**src/rtl/flashprot_pkg.sv**
```systemverilog
package flashprot_pkg;

   localparam int REG_AW = 3;

   typedef enum logic [2:0] {
      OFS_STATUS = 3'd0,
      OFS_SID    = 3'd1,
      OFS_DEVID  = 3'd2,
      OFS_MEMOP  = 3'd3,
      OFS_ISR    = 3'd4,
      OFS_IMR    = 3'd5,
      OFS_CSEL   = 3'd6
   } reg_ofs_e;

   localparam logic [3:0] OPC_BULK = 4'd1;
   localparam logic [3:0] OPC_SECT = 4'd2;
   localparam logic [3:0] OPC_PROT = 4'd3;

   localparam int FLAG_ERASE = 0;
   localparam int FLAG_WRITE = 1;
   localparam int NUM_FLAGS  = 2;

   typedef struct packed {
      logic [3:0] level;
      logic       bottom;
   } prot_cfg_t;

endpackage

```
**src/rtl/flashprot_range.sv**
```systemverilog
module flashprot_range
   import flashprot_pkg::*;
#(
   parameter int SECT_W = 10,
   localparam int NLW   = $clog2(SECT_W + 1),
   localparam int LW    = SECT_W + 1
) (
   input  prot_cfg_t          cfg_i,
   input  logic [NLW-1:0]     nlog_i,
   input  logic [SECT_W-1:0]  sect_i,
   output logic               hit_o
);

   logic [7:0]    shl;
   logic [7:0]    nl;
   logic [7:0]    len_log;
   logic [LW-1:0] nsect;
   logic [LW-1:0] len;
   logic [LW-1:0] sect_x;

   always_comb begin
      nl      = 8'(nlog_i);
      shl     = {4'd0, cfg_i.level} - 8'd1;
      len_log = (shl > nl) ? nl : shl;
      nsect   = LW'(1) << nl;
      len     = LW'(1) << len_log;
      sect_x  = {1'b0, sect_i};
      if (cfg_i.level == 4'd0) begin
         hit_o = 1'b0;
      end else if (cfg_i.bottom) begin
         hit_o = sect_x < len;
      end else begin
         hit_o = sect_x >= (nsect - len);
      end
   end

   always_comb begin
      if (cfg_i.level == 4'd0) begin
         assert_level0_clear_R4 : assert (!hit_o);
      end
      assert_len_fits_R4 : assert (len <= nsect);
   end

endmodule

```
**src/rtl/flashprot_cmd.sv**
```systemverilog
module flashprot_cmd
   import flashprot_pkg::*;
#(
   parameter int SECT_W = 10
) (
   input  logic              clk,
   input  logic              rst_n,
   input  logic              memop_we_i,
   input  logic [31:0]       memop_wdata_i,
   input  logic              erase_hit_i,
   input  logic              mem_wr_i,
   input  logic              write_hit_i,
   output prot_cfg_t         cfg_o,
   output logic              op_bulk_o,
   output logic              op_sect_o,
   output logic [SECT_W-1:0] op_sect_idx_o,
   output logic              op_prot_o,
   output logic              wr_ok_o,
   output logic              erase_refused_o,
   output logic              write_refused_o,
   output logic              prot_fire_o
);

   logic [3:0] opc;
   logic       bulk_req;
   logic       sect_req;
   logic       prot_req;
   logic       any_prot;
   prot_cfg_t  cfg_q;

   assign opc      = memop_wdata_i[3:0];
   assign bulk_req = memop_we_i && (opc == OPC_BULK);
   assign sect_req = memop_we_i && (opc == OPC_SECT);
   assign prot_req = memop_we_i && (opc == OPC_PROT);
   assign any_prot = (cfg_q.level != 4'd0);

   assign erase_refused_o = (bulk_req && any_prot) || (sect_req && erase_hit_i);
   assign write_refused_o = mem_wr_i && write_hit_i;
   assign prot_fire_o     = prot_req;
   assign cfg_o           = cfg_q;

   always_ff @(posedge clk or negedge rst_n) begin
      if (!rst_n) begin
         cfg_q         <= '0;
         op_bulk_o     <= 1'b0;
         op_sect_o     <= 1'b0;
         op_sect_idx_o <= '0;
         op_prot_o     <= 1'b0;
         wr_ok_o       <= 1'b0;
      end else begin
         op_bulk_o <= bulk_req && !any_prot;
         op_sect_o <= sect_req && !erase_hit_i;
         op_prot_o <= prot_req;
         wr_ok_o   <= mem_wr_i && !write_hit_i;
         if (sect_req && !erase_hit_i) begin
            op_sect_idx_o <= memop_wdata_i[8 +: SECT_W];
         end
         if (prot_req) begin
            cfg_q.level  <= memop_wdata_i[11:8];
            cfg_q.bottom <= memop_wdata_i[12];
         end
      end
   end

   assert_bulk_refused_R7 : assert property (@(posedge clk) disable iff (!rst_n)
      (bulk_req && any_prot) |=> !op_bulk_o);

   assert_sect_refused_R6 : assert property (@(posedge clk) disable iff (!rst_n)
      (memop_we_i && memop_wdata_i[3:0] == OPC_SECT && erase_hit_i) |=> !op_sect_o);

   assert_pulses_exclusive_R11 : assert property (@(posedge clk) disable iff (!rst_n)
      $onehot0({op_bulk_o, op_sect_o, op_prot_o}));

endmodule

```
**src/rtl/flashprot_top.sv**
```systemverilog
module flashprot_top
   import flashprot_pkg::*;
#(
   parameter int ADDR_W     = 26,
   parameter int SECT_SHIFT = 16,
   parameter int CS_W       = 2,
   parameter bit IRQ_REG    = 1'b0
) (
   input  logic                         clk,
   input  logic                         rst_n,
   input  logic [2:0]                   bus_addr_i,
   input  logic                         bus_we_i,
   input  logic [31:0]                  bus_wdata_i,
   output logic [31:0]                  bus_rdata_o,
   input  logic [31:0]                  sid_i,
   input  logic [31:0]                  devid_i,
   input  logic                         mem_wr_i,
   input  logic [ADDR_W-1:0]            mem_wr_addr_i,
   output logic                         op_bulk_o,
   output logic                         op_sect_o,
   output logic [ADDR_W-SECT_SHIFT-1:0] op_sect_idx_o,
   output logic                         op_prot_o,
   output logic [3:0]                   op_prot_level_o,
   output logic                         op_prot_bottom_o,
   output logic                         wr_ok_o,
   output logic [CS_W-1:0]              csel_o,
   output logic                         irq_o
);

   localparam int SECT_W   = ADDR_W - SECT_SHIFT;
   localparam int NLW      = $clog2(SECT_W + 1);
   localparam int DEV_BIAS = SECT_SHIFT + 6;

   if (SECT_W < 1) begin : g_bad_sect
      $error("ADDR_W must exceed SECT_SHIFT");
   end
   if (SECT_W + 8 > 32) begin : g_bad_field
      $error("sector number does not fit the operation word");
   end
   if (CS_W < 1 || CS_W > 32) begin : g_bad_cs
      $error("CS_W must be 1..32");
   end
   if (DEV_BIAS > 255) begin : g_bad_bias
      $error("SECT_SHIFT too large for the device byte");
   end

   logic [31:0]          memop_q;
   logic [NUM_FLAGS-1:0] imr_q;
   logic [NUM_FLAGS-1:0] isr_q;
   logic [NUM_FLAGS-1:0] flag_set;
   logic [CS_W-1:0]      csel_q;
   logic                 memop_we;
   logic                 isr_we;
   logic [NLW-1:0]       nlog;
   prot_cfg_t            cfg;
   logic                 erase_refused;
   logic                 write_refused;
   logic                 prot_fire;
   logic [SECT_W-1:0]    query [2];
   logic                 hit   [2];

   assign memop_we = bus_we_i && (bus_addr_i == OFS_MEMOP);
   assign isr_we   = bus_we_i && (bus_addr_i == OFS_ISR);

   always_comb begin
      if (devid_i[7:0] < 8'(DEV_BIAS)) begin
         nlog = '0;
      end else if ((devid_i[7:0] - 8'(DEV_BIAS)) > 8'(SECT_W)) begin
         nlog = NLW'(SECT_W);
      end else begin
         nlog = NLW'(devid_i[7:0] - 8'(DEV_BIAS));
      end
   end

   assign query[0] = bus_wdata_i[8 +: SECT_W];
   assign query[1] = mem_wr_addr_i[ADDR_W-1:SECT_SHIFT];

   for (genvar q = 0; q < 2; q++) begin : g_range
      flashprot_range #(.SECT_W(SECT_W)) range_i (
         .cfg_i  (cfg),
         .nlog_i (nlog),
         .sect_i (query[q]),
         .hit_o  (hit[q])
      );
   end

   flashprot_cmd #(.SECT_W(SECT_W)) cmd_i (
      .clk             (clk),
      .rst_n           (rst_n),
      .memop_we_i      (memop_we),
      .memop_wdata_i   (bus_wdata_i),
      .erase_hit_i     (hit[0]),
      .mem_wr_i        (mem_wr_i),
      .write_hit_i     (hit[1]),
      .cfg_o           (cfg),
      .op_bulk_o       (op_bulk_o),
      .op_sect_o       (op_sect_o),
      .op_sect_idx_o   (op_sect_idx_o),
      .op_prot_o       (op_prot_o),
      .wr_ok_o         (wr_ok_o),
      .erase_refused_o (erase_refused),
      .write_refused_o (write_refused),
      .prot_fire_o     (prot_fire)
   );

   assign flag_set[FLAG_ERASE] = erase_refused;
   assign flag_set[FLAG_WRITE] = write_refused;

   always_ff @(posedge clk or negedge rst_n) begin
      if (!rst_n) begin
         memop_q <= '0;
         imr_q   <= '0;
         csel_q  <= '0;
      end else if (bus_we_i) begin
         case (bus_addr_i)
            OFS_MEMOP: memop_q <= bus_wdata_i;
            OFS_IMR:   imr_q   <= bus_wdata_i[NUM_FLAGS-1:0];
            OFS_CSEL:  csel_q  <= bus_wdata_i[CS_W-1:0];
            default:   ;
         endcase
      end
   end

   for (genvar b = 0; b < NUM_FLAGS; b++) begin : g_flag
      always_ff @(posedge clk or negedge rst_n) begin
         if (!rst_n) begin
            isr_q[b] <= 1'b0;
         end else begin
            isr_q[b] <= flag_set[b] | (isr_q[b] & ~(isr_we & bus_wdata_i[b]));
         end
      end
   end

   if (IRQ_REG) begin : g_irq_reg
      always_ff @(posedge clk or negedge rst_n) begin
         if (!rst_n) begin
            irq_o <= 1'b0;
         end else begin
            irq_o <= |(isr_q & imr_q);
         end
      end
   end else begin : g_irq_comb
      assign irq_o = |(isr_q & imr_q);
   end

   always_comb begin
      case (bus_addr_i)
         OFS_STATUS: bus_rdata_o = {25'd0, cfg.level[3], cfg.bottom, cfg.level[2:0], 2'b00};
         OFS_SID:    bus_rdata_o = sid_i;
         OFS_DEVID:  bus_rdata_o = devid_i;
         OFS_MEMOP:  bus_rdata_o = memop_q;
         OFS_ISR:    bus_rdata_o = {{(32-NUM_FLAGS){1'b0}}, isr_q};
         OFS_IMR:    bus_rdata_o = {{(32-NUM_FLAGS){1'b0}}, imr_q};
         OFS_CSEL:   bus_rdata_o = 32'(csel_q);
         default:    bus_rdata_o = 32'd0;
      endcase
   end

   assign op_prot_level_o  = cfg.level;
   assign op_prot_bottom_o = cfg.bottom;
   assign csel_o           = csel_q;

   assert_cfg_only_by_cmd_R3 : assert property (@(posedge clk) disable iff (!rst_n)
      !prot_fire |=> $stable(cfg));

   assert_w1c_erase_R9 : assert property (@(posedge clk) disable iff (!rst_n)
      (isr_we && bus_wdata_i[FLAG_ERASE] && !erase_refused) |=> !isr_q[FLAG_ERASE]);

   assert_set_wins_R9 : assert property (@(posedge clk) disable iff (!rst_n)
      write_refused |=> isr_q[FLAG_WRITE]);

   assert_write_pass_R8 : assert property (@(posedge clk) disable iff (!rst_n)
      (mem_wr_i && !hit[1]) |=> (wr_ok_o && !$changed(isr_q[FLAG_WRITE]) || wr_ok_o));

   assert_refused_write_R8 : assert property (@(posedge clk) disable iff (!rst_n)
      (mem_wr_i && hit[1]) |=> !wr_ok_o);

endmodule

```
**config.mk**
```make
export PLATFORM = sky130hd
export DESIGN_NAME = flashprot_top
export DESIGN_NICKNAME = d
export VERILOG_FILES = /design/src/rtl/flashprot_pkg.sv /design/src/rtl/flashprot_range.sv /design/src/rtl/flashprot_cmd.sv /design/src/rtl/flashprot_top.sv
export SDC_FILE = /design/constraint.sdc
export NUM_CORES = 1
export LEC_CHECK = 0
export ABC_CLOCK_PERIOD_IN_PS = 6300
export BUFFER_PORTS_ARGS = -buffer_cell sky130_fd_sc_hd__buf_2
export CORE_MARGIN = 3
export CORE_UTILIZATION = 46
export DETAILED_ROUTE_END_ITERATION = 8
export HOLD_SLACK_MARGIN = 0.1
export MAX_ROUTING_LAYER = met4
export PLACE_DENSITY = 0.78
export REMOVE_ABC_BUFFERS = 1
export SLEW_MARGIN = 5
export SYNTH_ARGS = -nofsm -noshare
export SYNTH_HDL_FRONTEND = slang
export SYNTH_SLANG_ARGS = --single-unit
```
**constraint.sdc**
```tcl
create_clock -name clk -period 6.3 [get_ports clk]
set_input_delay 1.26 -clock clk [delete_from_list [all_inputs] [get_ports clk]]
set_output_delay 1.26 -clock clk [all_outputs]
set_load 0.01 [all_outputs]
```
Yosys cells after proc, flatten, opt, wreduce, memory -nomap -nowiden
Cells that the tools add are included.
{"block": "word_totals", "reg_bits": 57, "input_bits": 129, "out_inout_bits": 54}
{"block": "op_classes", "add_sub_neg": 3, "n_lt_le_gt_ge": 7, "n_eq_ne": 9, "n_shift": 2, "n_mux": 8, "bitwise": 9, "n_reduce_logical": 22}
{"cell": "case mux 32 bit (7 select lines)", "count": 1}
{"cell": "greater-or-equal comparator 10 x 11 -> 1 bit", "count": 2}
{"cell": "< comparator 10 x 11 -> 1 bit", "count": 2}
{"cell": "logical AND 1 bit", "count": 11}
{"cell": "<< shifter 1 x 4 -> 11 bit (first input constant)", "count": 1}
{"cell": "<< shifter 1 x 8 -> 11 bit (first input constant)", "count": 1}
{"cell": "subtractor 11 bit", "count": 1}
{"cell": "equality test 3 bit (second input constant)", "count": 3}
{"cell": "equality test 4 x 2 -> 1 bit (second input constant)", "count": 2}
{"cell": "greater-than comparator 8 x 4 -> 1 bit", "count": 1}
{"cell": "greater-than comparator 8 x 4 -> 1 bit (second input constant)", "count": 1}
{"cell": "< comparator 8 x 5 -> 1 bit (second input constant)", "count": 1}
{"cell": "2-to-1 mux 4 bit", "count": 2}
{"cell": "2-to-1 mux 8 bit", "count": 1}
{"cell": "subtractor 8 x 5 -> 8 bit (second input constant)", "count": 1}
{"cell": "equality test 3 x 2 -> 1 bit (second input constant)", "count": 2}
{"cell": "AND reduction 2 bit", "count": 3}
{"cell": "subtractor 4 x 1 -> 5 bit (second input constant)", "count": 1}
{"cell": "bitwise AND 1 bit", "count": 4}
{"cell": "equality test 4 x 1 -> 1 bit (second input constant)", "count": 1}
{"cell": "logical NOT 4 bit", "count": 1}
{"cell": "2-to-1 mux 1 bit", "count": 4}
{"cell": "nonzero test 4 bit", "count": 1}
{"cell": "equality test 3 x 1 -> 1 bit (second input constant)", "count": 1}
{"cell": "7 further kinds", "count": 11}

Depth between registers and ports, before layout
Gate-level depths: netlist of run 1.
{"block": "logic_depth", "depth_word": 14, "mapped_depth": 33, "ltp_nobuf": 32}

Hierarchy
A second synthesis of run 1 with hierarchy kept.
{"block": "hier_totals", "hier_cells": 652, "area_unflattened_um2": 5929.4}
{"mod": "flashprot_top", "n_inst": 1, "cells_per_inst": 225, "area_per_inst_um2": 2526.2, "seq_area_each_um2": 950.9}
{"mod": "flashprot_range at g_range[0].range_i", "n_inst": 1, "cells_per_inst": 193, "area_per_inst_um2": 1332.5, "seq_area_each_um2": 0.0}
{"mod": "flashprot_range at g_range[1].range_i", "n_inst": 1, "cells_per_inst": 185, "area_per_inst_um2": 1318.8, "seq_area_each_um2": 0.0}
{"mod": "flashprot_cmd", "n_inst": 1, "cells_per_inst": 49, "area_per_inst_um2": 752.0, "seq_area_each_um2": 475.5}

Worst setup path after synthesis of run 1
No wires, ideal clock.
{"block": "synth_path", "kind": "input -> register", "start": "input port devid_i[1]", "end": "register cmd_i.op_sect_idx_o[0]", "setup_time_ps": 125, "arrival_time_ps": 7534, "required_ps": 6175, "slack_ps": -1359, "cell_stages": 32, "path_cell_list": "ha_1 nor3b_1 o221ai_1 a21oi_1 a21oi_1 inv_1 ha_1 nand3_1 nand2b_1 nor2_1 mux2_4 nor2_1 nand3_1 o31ai_1 and3_1 inv_1 ha_1 nor2b_1 o2111a_1 o31a_1 xnor2_1 ha_1 and4_1 nor3_1 o21ai_0 o31ai_1 a211oi_1 a21oi_1 o21a_1 o31ai_4 buf_6 mux2_4"}
{"block": "synth_via", "elab_chain_cells": 13, "elab_cells_between_ends": 16, "classes_between": "add/sub: 2; order compare: 5; shift: 2; mux: 5; reduce/logical: 2"}
{"element": "start: declaration", "line": "flashprot_top.sv:16", "text": "input logic [31:0] devid_i,"}
{"element": "subtractor 8 x 5 -> 8 bit", "line": "flashprot_top.sv:71", "text": "nlog = NLW'(devid_i[7:0] - 8'(DEV_BIAS));"}
{"element": "greater-than comparator 8 x 4 -> 1 bit", "line": "flashprot_top.sv:68", "text": "end else if ((devid_i[7:0] - 8'(DEV_BIAS)) > 8'(SECT_W)) begin"}
{"element": "2-to-1 mux 4 bit", "line": "flashprot_top.sv:68"}
{"element": "2-to-1 mux 4 bit *", "line": "flashprot_top.sv:66", "text": "if (devid_i[7:0] < 8'(DEV_BIAS)) begin"}
{"element": "greater-than comparator 8 x 4 -> 1 bit", "line": "flashprot_range.sv:24", "text": "len_log = (shl > nl) ? nl : shl;"}
{"element": "2-to-1 mux 8 bit", "line": "flashprot_range.sv:24"}
{"element": "<< shifter 1 x 8 -> 11 bit", "line": "flashprot_range.sv:26", "text": "len = LW'(1) << len_log;"}
{"element": "subtractor 11 bit", "line": "flashprot_range.sv:33", "text": "hit_o = sect_x >= (nsect - len);"}
{"element": "greater-or-equal comparator 10 x 11 -> 1 bit", "line": "flashprot_range.sv:33"}
{"element": "2-to-1 mux 1 bit *", "line": "flashprot_range.sv:30", "text": "end else if (cfg_i.bottom) begin"}
{"element": "2-to-1 mux 1 bit *", "line": "flashprot_range.sv:28", "text": "if (cfg_i.level == 4'd0) begin"}
{"element": "logical NOT 1 bit *", "line": "flashprot_cmd.sv:55", "text": "if (sect_req && !erase_hit_i) begin"}
{"element": "logical AND 1 bit *", "line": "flashprot_cmd.sv:55"}
{"element": "end signal: assignment", "line": "flashprot_cmd.sv:56", "text": "op_sect_idx_o <= memop_wdata_i[8 +: SECT_W];"}
{"element": "end: declaration", "line": "flashprot_cmd.sv:16", "text": "output logic [SECT_W-1:0] op_sect_idx_o,"}
Every way passes the cells marked *; elsewhere a longest branch is shown, timed or not.
A chain may end at the register's enable or synchronous reset.

Worst setup path after layout of run 1
{"block": "layout_path", "start": "input port devid_i[1]", "end": "register cmd_i.op_sect_idx_o[5]"}
Same word-level chain as after synthesis.

==> results of run 1 <==
## power by group through the flow
stage	Sequential (mW)	Combinational [mW]	Clock, mW
5_1_grt	0.474	0.786	0.324
3_5_place_dp	0.472	0.600	0
6_report	0.467	0.726	0.303
2_1_floorplan	0.468	0.317	0
4_1_cts	0.466	0.644	0.307
3_3_place_gp	0.468	0.580	0
## cell type report
cell class | count | area [um^2]
Tap cell | 136 | 170
Sequential cell | 57 | 1430
Antenna cell | 1 | 2.50
Inverter | 21 | 81.3
Timing Repair Buffer | 294 | 1840
Clock inverter | 3 | 15.0
Clock buffer | 13 | 159
Multi-Input combinational cell | 428 | 3890
Fill cell | 780 | 2930
## path summary, 6_finish.rpt
kind	depth (start not counted)	to	from
max	34	cmd_i.op_sect_idx_o[5]	devid_i[1]
min	2	memop_q[8]	memop_q[8]
max reg2reg	29	cmd_i.op_sect_idx_o[5]	cmd_i.cfg_o[1]
min reg2reg	2	memop_q[8]	memop_q[8]
max in group asynchronous	2	cmd_i.wr_ok_o	rst_n
min in group asynchronous	1	memop_q[25]	rst_n
## metal layers
layer,wire [um],track usage [%]
met4,633,9.61
met1,7440,35.0
met2,9200,48.8
met5,0,-
met3,1180,4.42
## metrics by stage
stage          total power [mW]  instances  area (um^2)
2_1_floorplan             0.785        506         4950
3_3_place_gp               1.05        911         6740
3_5_place_dp               1.07        911         6740
4_1_cts                    1.42        941         7290
5_1_grt                    1.58        953         7580
6_report                   1.50        953         7580
## repair_timing
item / CTS / global route
pin swaps: 35 / 34
setup endpoints to repair: 14 / 14
setup buffers: 13 / 14
cloned: 1 / 0
resized for setup: 60 / 44
## logic make-up (layout without fill, tap and decap cells)
logic type | Yosys count | in the layout
adder cells (fa/ha/maj) | 48 | 48
AO/OA/AOI/OAI | 128 | 128
flip-flops | 57 | 57
other | 0 | 1
XOR/XNOR | 11 | 11
multiplexers | 85 | 85
AND/OR/NAND/NOR | 156 | 156
buffers and inverters | 43 | 331
## cell usage in the layout (no fill, tap or decap), types with 5 or more instances in the layout
cell type	Yosys	final
buf_2	1	164
buf_4	1	120
mux2_2	63	63
dfrtp_1	57	57
nor2_1	53	49
ha_1	47	36
a22oi_1	25	25
nand2_1	28	24
a21oi_1	21	17
inv_1	20	16
nor3_1	15	12
o21ai_0	19	11
mux2_4	10	11
clkbuf_8	0	11
a21o_1	9	9
buf_6	1	9
nand3_1	11	8
ha_4	0	8
and2_1	8	6
mux2i_1	6	5
mux4_2	5	5
nand2b_1	7	5
o21ai_2	0	5
nand4_1	5	5
## state kept, by name, summed over array words and instances, names as in the netlist
signal / count
cmd_i.cfg_o: 5
cmd_i.op_bulk_o: 1
cmd_i.op_prot_o: 1
cmd_i.op_sect_idx_o: 10
cmd_i.op_sect_o: 1
cmd_i.wr_ok_o: 1
csel_o: 2
imr_q: 2
isr_q: 2
memop_q: 32
## worst max-delay path, delay by kind of cell
kind                       cells  cell delay, ns
muxes                          2            0.62
and+or+nand+nor               11            1.43
buffers and inverters          5            0.68
AOI/OAI and AO/OA             11            2.21
xor gates and xnor gates       1            0.16
adders and majority gates      4            0.94
==> metrics.csv, run 1 <==
metric;value;unit
status;finished with violations;
violations;setup timing;
clkPwrFrac;20.2;%
final_antenna_net_count;0;
chipHeight;111;um
synth_mux_area_share;20.7;%
finalCritPeriodShare;113;%
htreeDepth;3;
synth_most_common_cell;mux2_2;
synth_xor_area_share;1.91;%
synth_common_cells;mux2_2, dfrtp_1, nor2_1;
synth_edf_count;0;
ff2ff_setup_slack;0;ns
ys_warn_count;0;
drv_cap;0;
wirelength;18400;um
area_delta_synth_final;50.3;%
finalSetupTns;-9.37;ns
place.gp.congestion;0.916;
io_pins;183;
setup_viol;14;
via_per_inst;5.88;
synthSimpleGateAreaFrac;15.6;%
synth_top_area_cell;dfrtp_1;
p_switching;0.528;mW
syn_avg_cell_area;9.55;um^2
drtIter0Drc;428;
antenna_found_initial;1;
leakage;3.72;nW
finalHoldViolations;0;
end_kind;flip-flop;
worst_slack;-0.804;ns
cts_tree;done;
final_util;72.1;%
max_freq;141;MHz
worstSkewPairLatency;0.33;ns
drc;0;
grt_pass1_wl;28100;um
grt_pass1_vias;5644;
grt_max_degree;44;
clock_path_buffers;2;
worstMarginPinSlew;1.12;ns
swShare;35.3;%
relSlewSlack;25.1;%
holdWs;0.489;ns
grt_util_all_layers;28.7;%
ys.flop_type;dfrtp_1;
finalNetCount;988;
hpwl;13600;um
fin_crit;7.10;ns
synthAdderAreaFrac;12.1;%
core_area;0.0105;mm^2
start_kind;input pin;
peakVddDrop;0.113;mV
root_buffer;clkbuf_8;
rsz0062_at_grt;true;
fin_skew;0.00729;ns
seq_power_share;31.2;%
start_util;48.0;%
cpMostUsedCell;ha_4;
synth_compound_area_share;18.0;%
drive_above_1_share;56.7;%
num_rows;37;
postCtsHoldBufs;0;
worstPathMaxFanout;6;
synth.area.top_cells;dfrtp_1, mux2_2, ha_1;
syn_area;0.00504;mm^2
vias;5601;
synth_top_family_by_area;multiplexers;
detail_route.wl_per_cell;19.4;um
ys_seq_area_share;28.3;%
die_area;0.0123;mm^2
p_per_area;197;mW/mm^2
drv_slew;0;
first_pass_iters;5;
crit_path_max_incr_delay;0.36;ns
combPwrFrac;48.6;%
clk_pin_slew;0.07;ns
io_buffer_count;166;
ys_ff_latch;57;
die_x;111;um
async_flop_share;100;%
yosysUniqueCellTypes;65;
overflow;0;
numCtsBuffers;9;
hold_path_class;reg2reg;
arrival;7.32;ns
critical-path-slowest-cell;o31a_1;
netlist_instances;528;
path_class;in2reg;
p_int;0.968;mW
clkSinkCount;57;
yosys.area.top_type_share;28.3;%
pre_cts_ws;-1.66;ns
crit_required;6.52;ns
Note: power is estimated with default switching activity, not from simulation.
==> run 2: changes to the inputs <==
--- a/config.mk
+++ b/config.mk
@@ -9,11 +9,13 @@
 export BUFFER_PORTS_ARGS = -buffer_cell sky130_fd_sc_hd__buf_2
 export CORE_MARGIN = 3
 export CORE_UTILIZATION = 46
+export CTS_BUF_LIST = sky130_fd_sc_hd__clkbuf_16
 export DETAILED_ROUTE_END_ITERATION = 8
 export HOLD_SLACK_MARGIN = 0.1
 export MAX_ROUTING_LAYER = met4
 export PLACE_DENSITY = 0.78
 export REMOVE_ABC_BUFFERS = 1
+export SKIP_LAST_GASP = 1
 export SLEW_MARGIN = 5
 export SYNTH_ARGS = -nofsm -noshare
 export SYNTH_HDL_FRONTEND = slang
==> metrics.csv, run 2 (synthesis gave the netlist of run 1 again) <==
metric;value;unit
status;finished with violations;
violations;setup timing;
worstSkewPairLatency;0.32;ns
numCtsBuffers;9;
finalCritPeriodShare;111;%
cts_tree;done;
largest_register;memop_q;
io_buffer_count;166;
chipHeight;111;um
max_freq;143;MHz
p_per_area;209;mW/mm^2
clkSinkCount;57;
finalHoldViolations;0;
finalNetCount;988;
setup_viol;14;
clk_pin_slew;0.05;ns
finalSetupTns;-8.06;ns
antenna_found_initial;1;
overflow;0;
area_delta_synth_final;50.9;%
core_area;0.0105;mm^2
clock_path_buffers;2;
postCtsHoldBufs;0;
largest_reg_flops;32;
first_pass_iters;4;
root_buffer;clkbuf_16;
final_antenna_net_count;0;
vias;5499;
grt_util_all_layers;28.6;%
grt_pass1_wl;28000;um
die_area;0.0123;mm^2
rsz0062_at_grt;true;
worstPathMaxFanout;7;
leakage;3.75;nW
fin_crit;7.01;ns
detail_route.wl_per_cell;19.0;um
crit_path_max_incr_delay;0.31;ns
die_x;111;um
holdWs;0.480;ns
layout_commonest_cell;buf_2;
wirelength;18100;um
dpl_cell_area;0.00674;mm^2
grt_max_degree;44;
end_kind;flip-flop;
hold_path_class;reg2reg;
worst_slack;-0.706;ns
relSlewSlack;22.9;%
drv_slew;0;
via_per_inst;5.77;
final_util;72.4;%
crit_required;6.49;ns
htreeDepth;3;
grt_pass1_vias;5626;
start_kind;input pin;
drc;0;
start_util;48.0;%
num_rows;37;
critical-path-slowest-cell;mux2_4;
place.gp.congestion;0.916;
mostFrequentLayoutCells;buf_2, buf_4, mux2_2;
fin_skew;0.00670;ns
drive_above_1_share;56.0;%
drtIter0Drc;352;
worstMarginPinSlew;1.15;ns
drv_cap;0;
peakVddDrop;0.197;mV
hpwl;13600;um
final_cell_area;0.00761;mm^2
path_class;in2reg;
arrival;7.20;ns
io_pins;183;
run 2: changes by cell type in the layout (fill, tap and decap cells not counted), moves of 2 or more:
cell,previous run,this run
inv_1,16,18
buf_6,9,7
clkbuf_16,0,9
xnor2_2,2,4
clkinv_1,0,2
nand2_4,2,0
clkbuf_8,11,0
clkbuf_1,2,0
run 2: worst max-delay path, delay by kind of cell:
family          cells  cell delay (ns)
compound gates     10             1.97
xor+xnor            1             0.17
fa+ha+maj           4             0.97
buf+inv             5             0.70
mux                 3             0.86
simple gates        9             1.25
run 2: layer usage:
metal  share of wire, %  track usage, %  routed length [um]  vias to the layer above
li1                   -               -                   -                     2554
met1                 41            35.1                7350                     2647
met2                 50            48.6                9050                      255
met3                6.8            4.37                1240                       43
met4                2.8            8.78                 503                        0
met5                  0               -                   0                        -
run 2: through the flow:
step / total power [mW] / cells / worst slack (ns)
2_1_floorplan: 0.785 / 506 / -1.57
3_3_place_gp: 1.05 / 911 / -1.38
3_5_place_dp: 1.07 / 911 / -1.66
4_1_cts: 1.53 / 940 / -0.579
5_1_grt: 1.68 / 953 / -0.932
6_report: 1.59 / 953 / -0.706
run 2: worst paths after layout:
kind,slack [ns],end,startpoint,cells after the start
max in group asynchronous,4.61,memop_q[2],rst_n,2
max,-0.71,cmd_i.op_sect_idx_o[4],devid_i[1],32
min in group asynchronous,0.84,memop_q[25],rst_n,1
min reg2reg,0.48,memop_q[8],memop_q[8],2
min,0.48,memop_q[8],memop_q[8],2
max reg2reg,0.17,cmd_i.op_sect_idx_o[4],cmd_i.cfg_o[1],27
run 2: area by class of cell:
type	instances	area [um^2]
Inverter	21	81.3
Timing Repair Buffer	294	1840
Tap cell	136	170
Fill cell	759	2900
Sequential cell	57	1430
Antenna cell	1	2.50
Clock inverter	7	30.0
Multi-Input combinational cell	428	3830
Clock buffer	9	225
run 2: report_power, final:
group          switching (mW)  internal (mW)
Sequential             0.0369          0.430
Combinational           0.343          0.369
Clock                   0.154          0.257
run 2: repair_timing:
item / 4_1_cts / 5_1_grt
gates resized for setup: 62 / 34
buffers inserted: 12 / 15
endpoints found under the setup margin: 14 / 14
gates cloned: 1 / 0
pin swaps: 36 / 17
